### config.mk
export PLATFORM = sky130hd
export DESIGN_NAME = mdio_mgr
export DESIGN_NICKNAME = d
export VERILOG_FILES = /design/src/rtl/mdio_mgr_pkg.sv /design/src/rtl/mdio_mgr_clkgen.sv /design/src/rtl/mdio_mgr_framer.sv /design/src/rtl/mdio_mgr_seq.sv /design/src/rtl/mdio_mgr.sv
export SDC_FILE = /design/constraint.sdc
export NUM_CORES = 1
export LEC_CHECK = 0
export BUFFER_PORTS_ARGS = -buffer_cell sky130_fd_sc_hd__buf_2
export CORE_MARGIN = 2
export CORE_UTILIZATION = 61
export CTS_CLUSTER_SIZE = 24
export DETAILED_ROUTE_END_ITERATION = 10
export GPL_TIMING_DRIVEN = 0
export HOLD_SLACK_MARGIN = 0.1
export PLACE_DENSITY = 0.95
export SLEW_MARGIN = 20
export SYNTH_ARGS = -nofsm -noshare
export SYNTH_HDL_FRONTEND = slang
export SYNTH_SLANG_ARGS = --single-unit
### constraint.sdc
create_clock -name clk -period 7 [get_ports clk]
set_clock_uncertainty 0.15 [all_clocks]
set_input_delay 1.05 -clock clk [delete_from_list [all_inputs] [get_ports clk]]
set_output_delay 1.05 -clock clk [all_outputs]
set_load 0.01 [all_outputs]
### src/rtl/mdio_mgr_pkg.sv
package mdio_mgr_pkg;

   typedef enum logic [1:0] {
      ST_IDLE  = 2'd0,
      ST_FRAME = 2'd1,
      ST_ABORT = 2'd2
   } mm_state_e;

   // two-bit patterns sent first bit = [1]
   localparam logic [1:0] START_PAT = 2'b01;
   localparam logic [1:0] OPC_READ  = 2'b10;
   localparam logic [1:0] OPC_WRITE = 2'b01;
   localparam logic [1:0] TURN_WR   = 2'b10;

endpackage

### src/rtl/mdio_mgr_clkgen.sv
module mdio_mgr_clkgen #(
   parameter int HALF_DIV    = 4,
   parameter bit SAMPLE_LATE = 1'b1
) (
   input  logic clk,
   input  logic rst_n,
   input  logic run,
   output logic mdc,
   output logic end_hi,
   output logic samp_ev
);
   localparam int CW = (HALF_DIV > 1) ? $clog2(HALF_DIV) : 1;
   localparam logic [CW-1:0] LAST = CW'(HALF_DIV - 1);

   logic [CW-1:0] cnt_q;
   logic          mdc_q;
   logic          at_last;

   assign at_last = (cnt_q == LAST);

   always_ff @(posedge clk or negedge rst_n) begin
      if (!rst_n) begin
         cnt_q <= '0;
         mdc_q <= 1'b0;
      end else if (!run) begin
         cnt_q <= '0;
         mdc_q <= 1'b0;
      end else if (at_last) begin
         cnt_q <= '0;
         mdc_q <= ~mdc_q;
      end else begin
         cnt_q <= cnt_q + 1'b1;
      end
   end

   assign mdc    = mdc_q;
   assign end_hi = run & mdc_q & at_last;

   generate
      if (SAMPLE_LATE) begin : g_late
         // sample in the final system clock of the high phase
         assign samp_ev = run & mdc_q & at_last;
      end else begin : g_early
         // sample in the first system clock after MDC rises
         assign samp_ev = run & mdc_q & (cnt_q == '0);
      end
   endgenerate

   AST_IDLE_MDC_LOW: assert property (@(posedge clk) disable iff (!rst_n)
      !run |-> !mdc_q);

   AST_RUN_EDGE_LOW: assert property (@(posedge clk) disable iff (!rst_n)
      $rose(run) |-> !mdc_q);

endmodule

### src/rtl/mdio_mgr_framer.sv
module mdio_mgr_framer
   import mdio_mgr_pkg::*;
#(
   parameter int PRE_LEN = 32,
   parameter int PHY_AW  = 5,
   parameter int REG_AW  = 5,
   parameter int DATA_W  = 16,
   parameter int CNT_W   = 7
) (
   input  logic [CNT_W-1:0]  idx,
   input  logic              rd,
   input  logic [PHY_AW-1:0] pa,
   input  logic [REG_AW-1:0] ra,
   input  logic [DATA_W-1:0] wd,
   output logic              oe,
   output logic              o
);
   localparam int IDX_ST  = PRE_LEN;
   localparam int IDX_OP  = IDX_ST + 2;
   localparam int IDX_PA  = IDX_OP + 2;
   localparam int IDX_RA  = IDX_PA + PHY_AW;
   localparam int IDX_TA  = IDX_RA + REG_AW;
   localparam int IDX_DAT = IDX_TA + 2;
   localparam int IDX_END = IDX_DAT + DATA_W;

   int                i;
   logic [1:0]        opc;
   logic [PHY_AW-1:0] pa_sh;
   logic [REG_AW-1:0] ra_sh;
   logic [DATA_W-1:0] wd_sh;

   always_comb begin
      i     = int'(idx);
      opc   = rd ? OPC_READ : OPC_WRITE;
      pa_sh = pa << (i - IDX_PA);
      ra_sh = ra << (i - IDX_RA);
      wd_sh = wd << (i - IDX_DAT);
      oe    = 1'b0;
      o     = 1'b0;
      if (i < IDX_ST) begin
         oe = 1'b1;
         o  = 1'b1;
      end else if (i < IDX_OP) begin
         oe = 1'b1;
         o  = (i == IDX_ST) ? START_PAT[1] : START_PAT[0];
      end else if (i < IDX_PA) begin
         oe = 1'b1;
         o  = (i == IDX_OP) ? opc[1] : opc[0];
      end else if (i < IDX_RA) begin
         oe = 1'b1;
         o  = pa_sh[PHY_AW-1];
      end else if (i < IDX_TA) begin
         oe = 1'b1;
         o  = ra_sh[REG_AW-1];
      end else if (i < IDX_DAT) begin
         if (!rd) begin
            oe = 1'b1;
            o  = (i == IDX_TA) ? TURN_WR[1] : TURN_WR[0];
         end
      end else if (i < IDX_END) begin
         if (!rd) begin
            oe = 1'b1;
            o  = wd_sh[DATA_W-1];
         end
      end
   end

endmodule

### src/rtl/mdio_mgr_seq.sv
module mdio_mgr_seq
   import mdio_mgr_pkg::*;
#(
   parameter int PRE_LEN   = 32,
   parameter int ABORT_LEN = 32,
   parameter int PHY_AW    = 5,
   parameter int REG_AW    = 5,
   parameter int DATA_W    = 16
) (
   input  logic              clk,
   input  logic              rst_n,
   input  logic              start,
   input  logic              rd_wr,
   input  logic [PHY_AW-1:0] phy_addr,
   input  logic [REG_AW-1:0] reg_addr,
   input  logic [DATA_W-1:0] wr_data,
   input  logic              end_hi,
   input  logic              samp_ev,
   input  logic              mdio_i,
   output logic              run,
   output logic              mdio_o,
   output logic              mdio_oe,
   output logic [DATA_W-1:0] rd_data,
   output logic              done,
   output logic              busy,
   output logic              ta_err
);
   localparam int IDX_TA   = PRE_LEN + 4 + PHY_AW + REG_AW;
   localparam int IDX_DAT  = IDX_TA + 2;
   localparam int IDX_TAIL = IDX_DAT + DATA_W;
   localparam int MAX_IDX  = (IDX_TAIL > ABORT_LEN) ? IDX_TAIL : ABORT_LEN;
   localparam int CNT_W    = $clog2(MAX_IDX + 1);

   localparam logic [CNT_W-1:0] C_TA2  = CNT_W'(IDX_TA + 1);
   localparam logic [CNT_W-1:0] C_TA1  = CNT_W'(IDX_TA);
   localparam logic [CNT_W-1:0] C_DAT  = CNT_W'(IDX_DAT);
   localparam logic [CNT_W-1:0] C_TAIL = CNT_W'(IDX_TAIL);
   localparam logic [CNT_W-1:0] C_ABT  = CNT_W'(ABORT_LEN - 1);

   mm_state_e         st_q;
   logic [CNT_W-1:0]  cyc_q;
   logic              rd_q;
   logic [PHY_AW-1:0] pa_q;
   logic [REG_AW-1:0] ra_q;
   logic [DATA_W-1:0] wd_q;
   logic [DATA_W-1:0] sh_q;
   logic              samp_q;
   logic              cur_bit;
   logic              idle;

   logic [CNT_W-1:0]  fr_idx;
   logic              fr_rd;
   logic [PHY_AW-1:0] fr_pa;
   logic [REG_AW-1:0] fr_ra;
   logic [DATA_W-1:0] fr_wd;
   logic              fr_oe;
   logic              fr_o;

   assign idle    = (st_q == ST_IDLE);
   assign run     = ~idle;
   assign busy    = ~idle;
   // late sampling coincides with end_hi, so the live input is used then
   assign cur_bit = samp_ev ? mdio_i : samp_q;

   always_comb begin
      fr_idx = idle ? '0 : cyc_q + 1'b1;
      fr_rd  = idle ? rd_wr    : rd_q;
      fr_pa  = idle ? phy_addr : pa_q;
      fr_ra  = idle ? reg_addr : ra_q;
      fr_wd  = idle ? wr_data  : wd_q;
   end

   mdio_mgr_framer #(
      .PRE_LEN (PRE_LEN),
      .PHY_AW  (PHY_AW),
      .REG_AW  (REG_AW),
      .DATA_W  (DATA_W),
      .CNT_W   (CNT_W)
   ) u_framer (
      .idx (fr_idx),
      .rd  (fr_rd),
      .pa  (fr_pa),
      .ra  (fr_ra),
      .wd  (fr_wd),
      .oe  (fr_oe),
      .o   (fr_o)
   );

   always_ff @(posedge clk or negedge rst_n) begin
      if (!rst_n) begin
         st_q    <= ST_IDLE;
         cyc_q   <= '0;
         rd_q    <= 1'b0;
         pa_q    <= '0;
         ra_q    <= '0;
         wd_q    <= '0;
         sh_q    <= '0;
         samp_q  <= 1'b0;
         mdio_o  <= 1'b0;
         mdio_oe <= 1'b0;
         rd_data <= '0;
         done    <= 1'b0;
         ta_err  <= 1'b0;
      end else begin
         done <= 1'b0;
         if (samp_ev) samp_q <= mdio_i;
         case (st_q)
            ST_IDLE: begin
               if (start) begin
                  st_q    <= ST_FRAME;
                  cyc_q   <= '0;
                  rd_q    <= rd_wr;
                  pa_q    <= phy_addr;
                  ra_q    <= reg_addr;
                  wd_q    <= wr_data;
                  mdio_oe <= fr_oe;
                  mdio_o  <= fr_o;
                  ta_err  <= 1'b0;
               end
            end
            ST_FRAME: begin
               if (end_hi) begin
                  if (rd_q && (cyc_q == C_TA2) && cur_bit) begin
                     st_q    <= ST_ABORT;
                     cyc_q   <= '0;
                     mdio_oe <= 1'b0;
                     mdio_o  <= 1'b0;
                  end else if (cyc_q == C_TAIL) begin
                     st_q    <= ST_IDLE;
                     done    <= 1'b1;
                     mdio_oe <= 1'b0;
                     mdio_o  <= 1'b0;
                     if (rd_q) rd_data <= sh_q;
                  end else begin
                     if (rd_q && (cyc_q >= C_DAT))
                        sh_q <= {sh_q[DATA_W-2:0], cur_bit};
                     cyc_q   <= cyc_q + 1'b1;
                     mdio_oe <= fr_oe;
                     mdio_o  <= fr_o;
                  end
               end
            end
            ST_ABORT: begin
               if (end_hi) begin
                  if (cyc_q == C_ABT) begin
                     st_q   <= ST_IDLE;
                     done   <= 1'b1;
                     ta_err <= 1'b1;
                  end else begin
                     cyc_q <= cyc_q + 1'b1;
                  end
               end
            end
            default: st_q <= ST_IDLE;
         endcase
      end
   end

   AST_DONE_ONE_CYCLE: assert property (@(posedge clk) disable iff (!rst_n)
      done |=> !done);

   AST_DONE_NOT_BUSY: assert property (@(posedge clk) disable iff (!rst_n)
      done |-> !busy);

   AST_START_IGNORED: assert property (@(posedge clk) disable iff (!rst_n)
      (busy && start) |=> ($stable(rd_q) && $stable(pa_q) && $stable(ra_q) && $stable(wd_q)));

   AST_ABORT_RELEASED: assert property (@(posedge clk) disable iff (!rst_n)
      (st_q == ST_ABORT) |-> !mdio_oe);

   AST_ERR_ONLY_READ: assert property (@(posedge clk) disable iff (!rst_n)
      ta_err |-> rd_q);

   AST_TA_RELEASED: assert property (@(posedge clk) disable iff (!rst_n)
      ((st_q == ST_FRAME) && rd_q && ((cyc_q == C_TA1) || (cyc_q == C_TA2))) |-> !mdio_oe);

   AST_IDLE_RELEASED: assert property (@(posedge clk) disable iff (!rst_n)
      idle |-> !mdio_oe);

endmodule

### src/rtl/mdio_mgr.sv
module mdio_mgr #(
   parameter int HALF_DIV    = 4,
   parameter bit SAMPLE_LATE = 1'b1,
   parameter int PRE_LEN     = 32,
   parameter int ABORT_LEN   = 32,
   parameter int PHY_AW      = 5,
   parameter int REG_AW      = 5,
   parameter int DATA_W      = 16
) (
   input  logic              clk,
   input  logic              rst_n,
   input  logic              start,
   input  logic              rd_wr,
   input  logic [PHY_AW-1:0] phy_addr,
   input  logic [REG_AW-1:0] reg_addr,
   input  logic [DATA_W-1:0] wr_data,
   output logic [DATA_W-1:0] rd_data,
   output logic              done,
   output logic              busy,
   output logic              ta_err,
   output logic              mdc,
   output logic              mdio_o,
   output logic              mdio_oe,
   input  logic              mdio_i
);
   generate
      if (HALF_DIV < 1) begin : g_bad_half
         $error("HALF_DIV must be at least 1");
      end
      if (PRE_LEN < 1 || ABORT_LEN < 1) begin : g_bad_len
         $error("PRE_LEN and ABORT_LEN must be positive");
      end
      if (PHY_AW < 1 || REG_AW < 1 || DATA_W < 2) begin : g_bad_width
         $error("address and data widths out of range");
      end
   endgenerate

   logic run;
   logic end_hi;
   logic samp_ev;

   mdio_mgr_clkgen #(
      .HALF_DIV    (HALF_DIV),
      .SAMPLE_LATE (SAMPLE_LATE)
   ) u_clkgen (
      .clk     (clk),
      .rst_n   (rst_n),
      .run     (run),
      .mdc     (mdc),
      .end_hi  (end_hi),
      .samp_ev (samp_ev)
   );

   mdio_mgr_seq #(
      .PRE_LEN   (PRE_LEN),
      .ABORT_LEN (ABORT_LEN),
      .PHY_AW    (PHY_AW),
      .REG_AW    (REG_AW),
      .DATA_W    (DATA_W)
   ) u_seq (
      .clk      (clk),
      .rst_n    (rst_n),
      .start    (start),
      .rd_wr    (rd_wr),
      .phy_addr (phy_addr),
      .reg_addr (reg_addr),
      .wr_data  (wr_data),
      .end_hi   (end_hi),
      .samp_ev  (samp_ev),
      .mdio_i   (mdio_i),
      .run      (run),
      .mdio_o   (mdio_o),
      .mdio_oe  (mdio_oe),
      .rd_data  (rd_data),
      .done     (done),
      .busy     (busy),
      .ta_err   (ta_err)
   );

   AST_HOLD_WHILE_HIGH: assert property (@(posedge clk) disable iff (!rst_n)
      (mdc && $past(mdc)) |-> ($stable(mdio_o) && $stable(mdio_oe)));

   AST_BUSY_WITH_MDC: assert property (@(posedge clk) disable iff (!rst_n)
      mdc |-> busy);

endmodule

# Yosys cells after proc, flatten, opt, wreduce, memory -nomap -nowiden
# Cells that the tools add are included.
# word_totals
reg_bits,76
inputBits,31
wordCells,133
# classes
add_sub_neg,5
n_lt_le_gt_ge,8
eq_ne,16
shifts,3
n_mux,65
bitwise_logic,6
reduce_logical,15
# op_table
cell,n
5-bit by 32-bit left shift with 5-bit output,2
7-bit two-way mux,7
7-bit by 6-bit less-than comparator with 1-bit output (second input constant),6
1-bit two-way mux,40
16-bit by 32-bit left shift with 16-bit output,1
7-bit equality test (second input constant),4
7-bit by 6-bit subtractor with 8-bit output (second input constant),3
7-bit one-hot mux with 3 select lines,1
2-bit two-way mux,9
16-bit two-way mux,1
5-bit AND reduction,3
5-bit two-way mux,2
2-bit inequality test (second input constant),4
1-bit one-hot mux with 2 select lines,4
7-bit by 1-bit adder with 7-bit output (second input constant),1
7-bit by 5-bit equality test with 1-bit output (second input constant),1
7-bit by 6-bit equality test with 1-bit output (second input constant),1
7-bit by 6-bit >= comparator with 1-bit output (second input constant),1
7-bit less-than comparator (second input constant),1
2-bit one-hot mux with 3 select lines,1
6-bit AND reduction,1
2-bit nonzero test,3
2-bit equality test (second input constant),2
1-bit NOT,4
other kinds (12),15

# Longest topological paths before layout
# Gate-level depths: netlist (run 1).
# depth
ltp_word,16
depth_mapped,14
ltp_nobuf,12

# Modules after synthesis
# Synthesis (run 1) repeated with hierarchy kept, for this count alone.
# unflattened
hier_cells,362
area_unflattened_um2,4381.7
# modules_own_cells
module,instances,cells_each,area_per_inst_um2
mdio_mgr_seq,1,270,3547.2
mdio_mgr_framer,1,82,703.2
mdio_mgr_clkgen,1,10,131.4

# Worst setup path before layout (run 1)
# Ideal clock, no wire load.
# synth_timing
path_kind,flip-flop to flip-flop
start,register u_seq.cyc_q[0]
end,register u_seq.mdio_o
setup_ps,82
t_arrival_ps,3135
required_time_ps,6768
setup_slack_ps,3633
path_stages_with_launch,14
path_buffers,3
period_less_slack_ps,3367
path_cell_list,dfrtp_1 clkbuf_1 clkbuf_1 inv_1 ha_1 clkbuf_1 nand2b_1 ha_1 nor2b_1 a21oi_1 a211o_1 a2111oi_0 a211oi_1 a31oi_1
# synth_between
elab_chain_cells,16
elab_cells_between_ends,39
classes_between,4 x add/sub; 7 x order compare; 5 x eq/ne; 3 x shift; 18 x mux; 2 x reduce/logical
# synth_rtl
element,line_no,source
"start, declared",mdio_mgr_seq.sv:41,logic [CNT_W-1:0] cyc_q;
"start signal, assigned",mdio_mgr_seq.sv:137,cyc_q <= cyc_q + 1'b1;
"start signal, assigned",mdio_mgr_seq.sv:150,cyc_q <= cyc_q + 1'b1;
7-bit by 1-bit adder with 7-bit output,mdio_mgr_seq.sv:66,fr_idx = idle ? '0 : cyc_q + 1'b1;
7-bit two-way mux,mdio_mgr_seq.sv:66,
7-bit by 6-bit subtractor with 8-bit output,mdio_mgr_framer.sv:37,wd_sh = wd << (i - IDX_DAT);
16-bit by 32-bit left shift with 16-bit output,mdio_mgr_framer.sv:37,
1-bit two-way mux,mdio_mgr_framer.sv:61,if (!rd) begin
1-bit two-way mux,mdio_mgr_framer.sv:60,end else if (i < IDX_END) begin
1-bit two-way mux,mdio_mgr_framer.sv:55,end else if (i < IDX_DAT) begin
1-bit two-way mux,mdio_mgr_framer.sv:52,end else if (i < IDX_TA) begin
1-bit two-way mux,mdio_mgr_framer.sv:49,end else if (i < IDX_RA) begin
1-bit two-way mux,mdio_mgr_framer.sv:46,end else if (i < IDX_PA) begin
1-bit two-way mux,mdio_mgr_framer.sv:43,end else if (i < IDX_OP) begin
1-bit two-way mux,mdio_mgr_framer.sv:40,if (i < IDX_ST) begin
1-bit two-way mux,mdio_mgr_seq.sv:128,end else if (cyc_q == C_TAIL) begin
1-bit two-way mux,mdio_mgr_seq.sv:123,if (rd_q && (cyc_q == C_TA2) && cur_bit) begin
1-bit two-way mux,mdio_mgr_seq.sv:122,if (end_hi) begin
1-bit one-hot mux with 2 select lines (*),mdio_mgr_seq.sv:107,case (st_q)
"end signal, assigned",mdio_mgr_seq.sv:117,mdio_o <= fr_o;
"end signal, assigned",mdio_mgr_seq.sv:139,mdio_o <= fr_o;
"end, declared",mdio_mgr_seq.sv:21,"output logic mdio_o,"
# Every way passes the cells marked *; elsewhere a longest branch is shown, timed or not. The select of a mux whose other input is x is not followed.
# A chain may end at the register's enable or synchronous reset.

# Worst setup path in the final report (run 1)
# Same ends and word-level chain as after synthesis.

==> results.sh, run 1 <==
export IMPL_status="finished, final reports clean"
export IMPL_antenna_found_initial=0
export IMPL_rows=29
export IMPL_setup_worst_path_end_class="flop"
export IMPL_power_per_cell_area_nw_per_um2=170
export IMPL_grt_pass1_vias=3179
export IMPL_setup_tns_ps=0
export IMPL_rsz0062_at_grt="false"
export IMPL_ant_nets=0
export IMPL_syn_area_um2=4060
export IMPL_grtUsageMet3=0.0529
export IMPL_holdBufCountCts=0
export IMPL_hold_class="flop to flop"
export IMPL_worst_path_max_fanout=10
export IMPL_synth_warnings=0
export IMPL_max_freq_mhz=225
export IMPL_layout_commonest_cell="dfrtp_1"
export IMPL_ctsResizeCount=0
export IMPL_dr_pass1_iters=5
export IMPL_maxCapViolCount=0
export IMPL_grt_pass1_wl_mm=15.4
export IMPL_io_buffers=52
export IMPL_setup_viol_count_final=0
export IMPL_post_route_util=0.726
export IMPL_viasPerCell=6.33
export IMPL_drc=0
export IMPL_grtUsageMet1=0.350
export IMPL_vdd_ir_drop_max_uv=131
export IMPL_ys_seq_elements=76
export IMPL_dp_hpwl_mm=6.74
export IMPL_synth_xor_area_frac=0.0129
export IMPL_vias=3165
export IMPL_startpoint_type="flop"
export IMPL_clock_sinks=76
export IMPL_async_flop_share=1.00
export IMPL_layout_common_cells="dfrtp_1, buf_2, mux2_2"
export IMPL_syn_to_final_growth_pct=14.2
export IMPL_required_ps=7120
export IMPL_clockBufferDepth=2
export IMPL_synth_seq_area_share=0.469
export IMPL_use_met2=0.440
export IMPL_finalHoldViolations=0
export IMPL_path_clk_slew_ps=80
export IMPL_dominantRegCellSynth="dfrtp_1"
export IMPL_cts_root_buf="clkbuf_8"
export IMPL_htree_levels=3
export IMPL_synth_fp_nets=401
export IMPL_post_cts_buffers=0
export IMPL_gp_congestion=0.964
export IMPL_fp_dieW_um=85.6
export IMPL_synthAdderAreaFrac=0.0462
export IMPL_wl_per_cell_um=18.5
export IMPL_setup_slack_ps=2560
export IMPL_arrival_ps=4570
export IMPL_grt_busiest_layer="met2"
export IMPL_core_area_um2=6390
export IMPL_pin_count=53
export IMPL_die_height_um=85.6
export IMPL_grt_overflow=0
export IMPL_muxShareOfSynthArea=0.213
export IMPL_antenna_cells=0
export IMPL_syn_inst=355
export IMPL_drtIter0Drc=411
export IMPL_syn_avg_cell_area_um2=11.4
export IMPL_cts_tree="done"
export IMPL_grt_max_degree=52
export IMPL_routed_wl_mm=9.27
export IMPL_fin_nets=465
export IMPL_p_leak_uw=0.00237
export IMPL_synth_cell_types=58
export IMPL_min_period_ps=4440
export IMPL_final_layout_size_suffix_gt1_frac=0.329
export IMPL_synth_top_family_by_area="multiplexers"
export IMPL_start_util=0.636
export IMPL_cts_buffers=9
export IMPL_synth_simple_area_share=0.112
export IMPL_drv_slew=0
export IMPL_path_class="flop to flop"
export IMPL_synth_compound_area_share=0.111
export IMPL_dp_slack_ps=2650
export IMPL_grt_use_total=0.270
export IMPL_finalCritPeriodShare=0.635
export IMPL_fp_dieArea_um2=7320
export IMPL_relSlewSlack=0.488
export IMPL_worst_pin_slew_ps=765
export IMPL_clk_insertion_delay_late_ps=350
export IMPL_synth_edf_count=0
cell type report:
cell class	instances	area (µm²)
plain buffers	20	90.1
flip-flops and latches	76	1900
clock buffers	10	128
inverters	15	56.3
clock inverters	5	61.3
repair buffers	53	290
fillers	429	1750
well taps	77	96.3
multi-input cells	244	2010
metal layers:
metal / up-vias / part of all wire
met2: 154 / 0.50
met4: 0 / 0.035
met1: 1558 / 0.40
met3: 34 / 0.062
met5: - / 0
li1: 1419 / -
flip-flops by register name, indices dropped and copies added, names as in the netlist, 2 cells and up:
signal	count
u_clkgen.cnt_q	2
u_seq.ra_q	5
u_seq.rd_data	16
u_seq.wd_q	16
u_seq.pa_q	5
u_seq.sh_q	16
u_seq.cyc_q	7
u_seq.st_q	2
cells in the mapped netlist (2+ instances only):
library cell	instances	area, µm²
o21a_1	3	22.5
o21ai_0	16	80.1
mux4_2	3	67.6
buf_1	2	7.51
nor2b_1	5	31.3
xnor2_1	4	35.0
nor4bb_1	2	20.0
a21oi_1	13	65.1
nor4_1	3	18.8
a2111oi_0	2	17.5
ha_1	15	188
inv_1	15	56.3
nand2b_1	2	12.5
nor2_1	16	60.1
mux2_2	49	552
nand4_1	3	18.8
xor2_1	2	17.5
o21bai_1	2	15.0
mux2_4	11	165
mux2i_1	7	70.1
o22ai_1	3	18.8
and3_1	5	31.3
clkbuf_1	13	48.8
a21boi_0	2	15.0
a22o_1	5	43.8
nor3_1	10	50.1
a31oi_1	2	12.5
o211ai_1	4	30.0
buf_2	3	15.0
nand2_1	21	78.8
nand3b_1	4	30.0
dfrtp_1	76	1900
nand3_1	4	20.0
a211oi_1	4	30.0
worst max-delay path, stage by stage (launching register included):
cell and delay, ps:
dfrtp_1 350, clkbuf_1 370, clkbuf_1 490, inv_1 190
ha_1 430, clkbuf_1 470, nand2b_1 250, ha_1 330
nor2b_1 220, a21oi_1 70, a211o_1 270, a2111oi_0 440
a211oi_1 160, a31oi_1 190
stage by stage:
step                hold slack, ps  instances  total power, µW  cell area (µm²)
floorplan                      258        355              449             4060
global placement               269        484              465             4420
detailed placement             286        485              468             4450
CTS                            298        500              790             4630
global route                   314        500              816             4630
finish                         297        500              788             4630
cell families after synthesis:
group | count (synthesis)
flip-flops | 76
AND/OR/NAND/NOR | 85
XOR/XNOR | 6
buffers and inverters | 35
adder cells (fa/ha/maj) | 15
multiplexers | 71
AO/OA/AOI/OAI | 67
report_power, final:
group          switching (µW)  internal, µW  total (µW)
logic                    11.6          8.25        19.8
registers               0.106           439         439
clock network             163           165         329
total                     175           613         788
worst paths after layout:
path,startpoint,to,slack (ps),cells past startpoint
worst max-delay path,u_seq.cyc_q[0],u_seq.mdio_o,2560,13
worst min-delay path,u_clkgen.cnt_q[0],u_clkgen.cnt_q[0],300,1
worst max register to register,u_seq.cyc_q[0],u_seq.mdio_o,2560,13
worst min register to register,u_clkgen.cnt_q[0],u_clkgen.cnt_q[0],300,1
max in group asynchronous,rst_n,u_seq.rd_data[11],5680,2
min in group asynchronous,rst_n,u_seq.pa_q[0],450,1
Power figures use the tool's default switching activity.
==> run 2: changes to the inputs <==
--- a/config.mk
+++ b/config.mk
@@ -7,12 +7,12 @@
 export LEC_CHECK = 0
 export BUFFER_PORTS_ARGS = -buffer_cell sky130_fd_sc_hd__buf_2
 export CORE_MARGIN = 2
-export CORE_UTILIZATION = 61
+export CORE_UTILIZATION = 52
 export CTS_CLUSTER_SIZE = 24
 export DETAILED_ROUTE_END_ITERATION = 10
 export GPL_TIMING_DRIVEN = 0
 export HOLD_SLACK_MARGIN = 0.1
-export PLACE_DENSITY = 0.95
+export PLACE_DENSITY = 0.88
 export SLEW_MARGIN = 20
 export SYNTH_ARGS = -nofsm -noshare
 export SYNTH_HDL_FRONTEND = slang
==> constraint.sdc (replaced) <==
create_clock -name clk -period 3.8 [get_ports clk]
set_clock_uncertainty 0.15 [all_clocks]
set_input_delay 0.57 -clock clk [delete_from_list [all_inputs] [get_ports clk]]
set_output_delay 0.57 -clock clk [all_outputs]
set_load 0.01 [all_outputs]
==> run 2 against run 1 <==
Via count fell by 3.9%. First-iteration DRC count shrank 40%. Maximum frequency increased by 28%. Final cell count up 5.0%. Register-to-register slack lost 2200 ps. Critical path depth decreased by 1. Worst hold slack worse by 10 ps. Combinational power grew 85%. Sequential power is 84% higher. Critical path type unchanged.
==> results.sh, run 2 (synthesis gave the netlist of run 1 again) <==
export IMPL_status="finished, final reports clean"
export IMPL_rsz0062_at_grt="false"
export IMPL_grt_pass1_wl_mm=14.3
export IMPL_die_height_um=92.4
export IMPL_rows=32
export IMPL_grt_pass1_vias=2942
export IMPL_layout_commonest_cell="dfrtp_1"
export IMPL_worst_path_max_delay_cell="ha_2"
export IMPL_fp_dieW_um=92.4
export IMPL_maxCapViolCount=0
export IMPL_clk_insertion_delay_late_ps=360
export IMPL_startpoint_type="flop"
export IMPL_layout_common_cells="dfrtp_1, buf_2, mux2_2"
export IMPL_final_layout_size_suffix_gt1_frac=0.340
export IMPL_cts_tree="done"
export IMPL_fin_nets=464
export IMPL_drv_slew=0
export IMPL_dr_pass1_iters=5
export IMPL_vdd_ir_drop_max_uv=239
export IMPL_nFillCells=607
export IMPL_grt_max_degree=42
export IMPL_drtIter0Drc=245
export IMPL_gp_congestion=0.902
export IMPL_grt_overflow=0
export IMPL_worst_pin_slew_ps=703
export IMPL_antenna_cells=0
export IMPL_post_route_util=0.611
export IMPL_antenna_found_initial=0
export IMPL_grt_use_total=0.210
export IMPL_pin_count=53
export IMPL_max_freq_mhz=287
export IMPL_vias=3042
export IMPL_clockBufferDepth=2
export IMPL_relSlewSlack=0.518
export IMPL_cts_buffers=9
export IMPL_setup_worst_path_end_class="flop"
export IMPL_arrival_ps=3620
export IMPL_path_common_cell="clkbuf_2"
export IMPL_htree_levels=3
export IMPL_syn_to_final_growth_pct=15.1
export IMPL_clock_sinks=76
export IMPL_drc=0
export IMPL_finalCritPeriodShare=0.917
export IMPL_fp_dieArea_um2=8530
export IMPL_setup_viol_count_final=0
export IMPL_ant_nets=0
export IMPL_hold_class="input pin to flop"
export IMPL_path_clk_slew_ps=90
export IMPL_path_class="flop to flop"
export IMPL_io_buffers=52
export IMPL_core_area_um2=7650
export IMPL_wl_per_cell_um=16.1
export IMPL_max_stage_delay_ps=500
export IMPL_finalHoldViolations=0
export IMPL_reg_top3="u_seq.rd_data x16, u_seq.sh_q x16, u_seq.wd_q x16"
export IMPL_min_period_ps=3490
export IMPL_power_per_cell_area_nw_per_um2=308
export IMPL_required_ps=3930
export IMPL_cp_cell_sequence="clkbuf_2 > clkbuf_2 > inv_1 > ha_2 > nand2b_1 > ha_1 > nor2b_1 > a21oi_1 > a211o_1 > a2111oi_1 > a211oi_1 > a31oi_1"
export IMPL_worst_path_max_fanout=12
export IMPL_routed_wl_mm=8.44
export IMPL_cts_root_buf="clkbuf_8"
export IMPL_dp_hpwl_mm=6.22
export IMPL_post_cts_buffers=0
export IMPL_p_leak_uw=0.00237
export IMPL_start_util=0.531
export IMPL_finalHoldWorstSlack_ps=287
export IMPL_viasPerCell=5.79
==> run 2: per-stage QoR <==
step	cells	setup slack [ps]	cell area, µm²	power [µW]	setup TNS [ps]
2_1_floorplan	355	433	4060	827	0
5_1_grt	525	14.1	4670	1490	0
4_1_cts	526	92.3	4670	1450	0
6_report	525	314	4670	1440	0
3_3_place_gp	509	-352	4450	858	-361
3_5_place_dp	510	-417	4470	862	-508
==> run 2: worst max-delay path: cells and delay by family (launching register included) <==
family	cells	cell delay, ps
buf+inv	3	660
fa+ha+maj	2	810
compound gates	5	1060
flops	1	350
simple gates	2	370
==> run 2: final timing paths <==
| check | start | end | slack, ps | cells past startpoint |
|---|---|---|---|---|
| worst max-delay path | u_seq.cyc_q[0] | u_seq.mdio_o | 310 | 12 |
| worst min-delay path | wr_data[12] | u_seq.wd_q[12] | 290 | 2 |
| worst max register to register | u_seq.cyc_q[0] | u_seq.mdio_o | 310 | 12 |
| worst min register to register | u_clkgen.cnt_q[0] | u_clkgen.cnt_q[0] | 290 | 1 |
| max in group asynchronous | rst_n | u_seq.ta_err | 2360 | 3 |
| min in group asynchronous | rst_n | u_seq.wd_q[11] | 560 | 2 |
==> run 2: report_power, final <==
part	total [µW]	switching [µW]	internal (µW)
clock	594	342	252
sequential	809	0.192	808
combinational	36.7	21.7	15.0
total	1440	364	1080
==> run 2: metal layers <==
metal / share of wire / GRT usage
met4: 0.014 / 0.0684
met5: 0 / 0
met2: 0.49 / 0.332
met1: 0.44 / 0.293
met3: 0.059 / 0.0399
==> run 2: area by class of cell <==
type / instances / area, µm² / area share
Buffer: 18 / 85.1 / 0.0182
Tap cell: 102 / 128 / 0.0273
Multi-Input combinational cell: 244 / 2010 / 0.431
Clock inverter: 7 / 68.8 / 0.0147
Clock buffer: 9 / 124 / 0.0265
Inverter: 15 / 56.3 / 0.0121
Timing Repair Buffer: 54 / 293 / 0.0627
Sequential cell: 76 / 1900 / 0.407
==> run 2: repair_timing <==
item	4_1_cts	5_1_grt
hold buffers	1	0
endpoints found under the setup margin	2	1
hold endpoints to repair	35	0
resized for setup	2	3
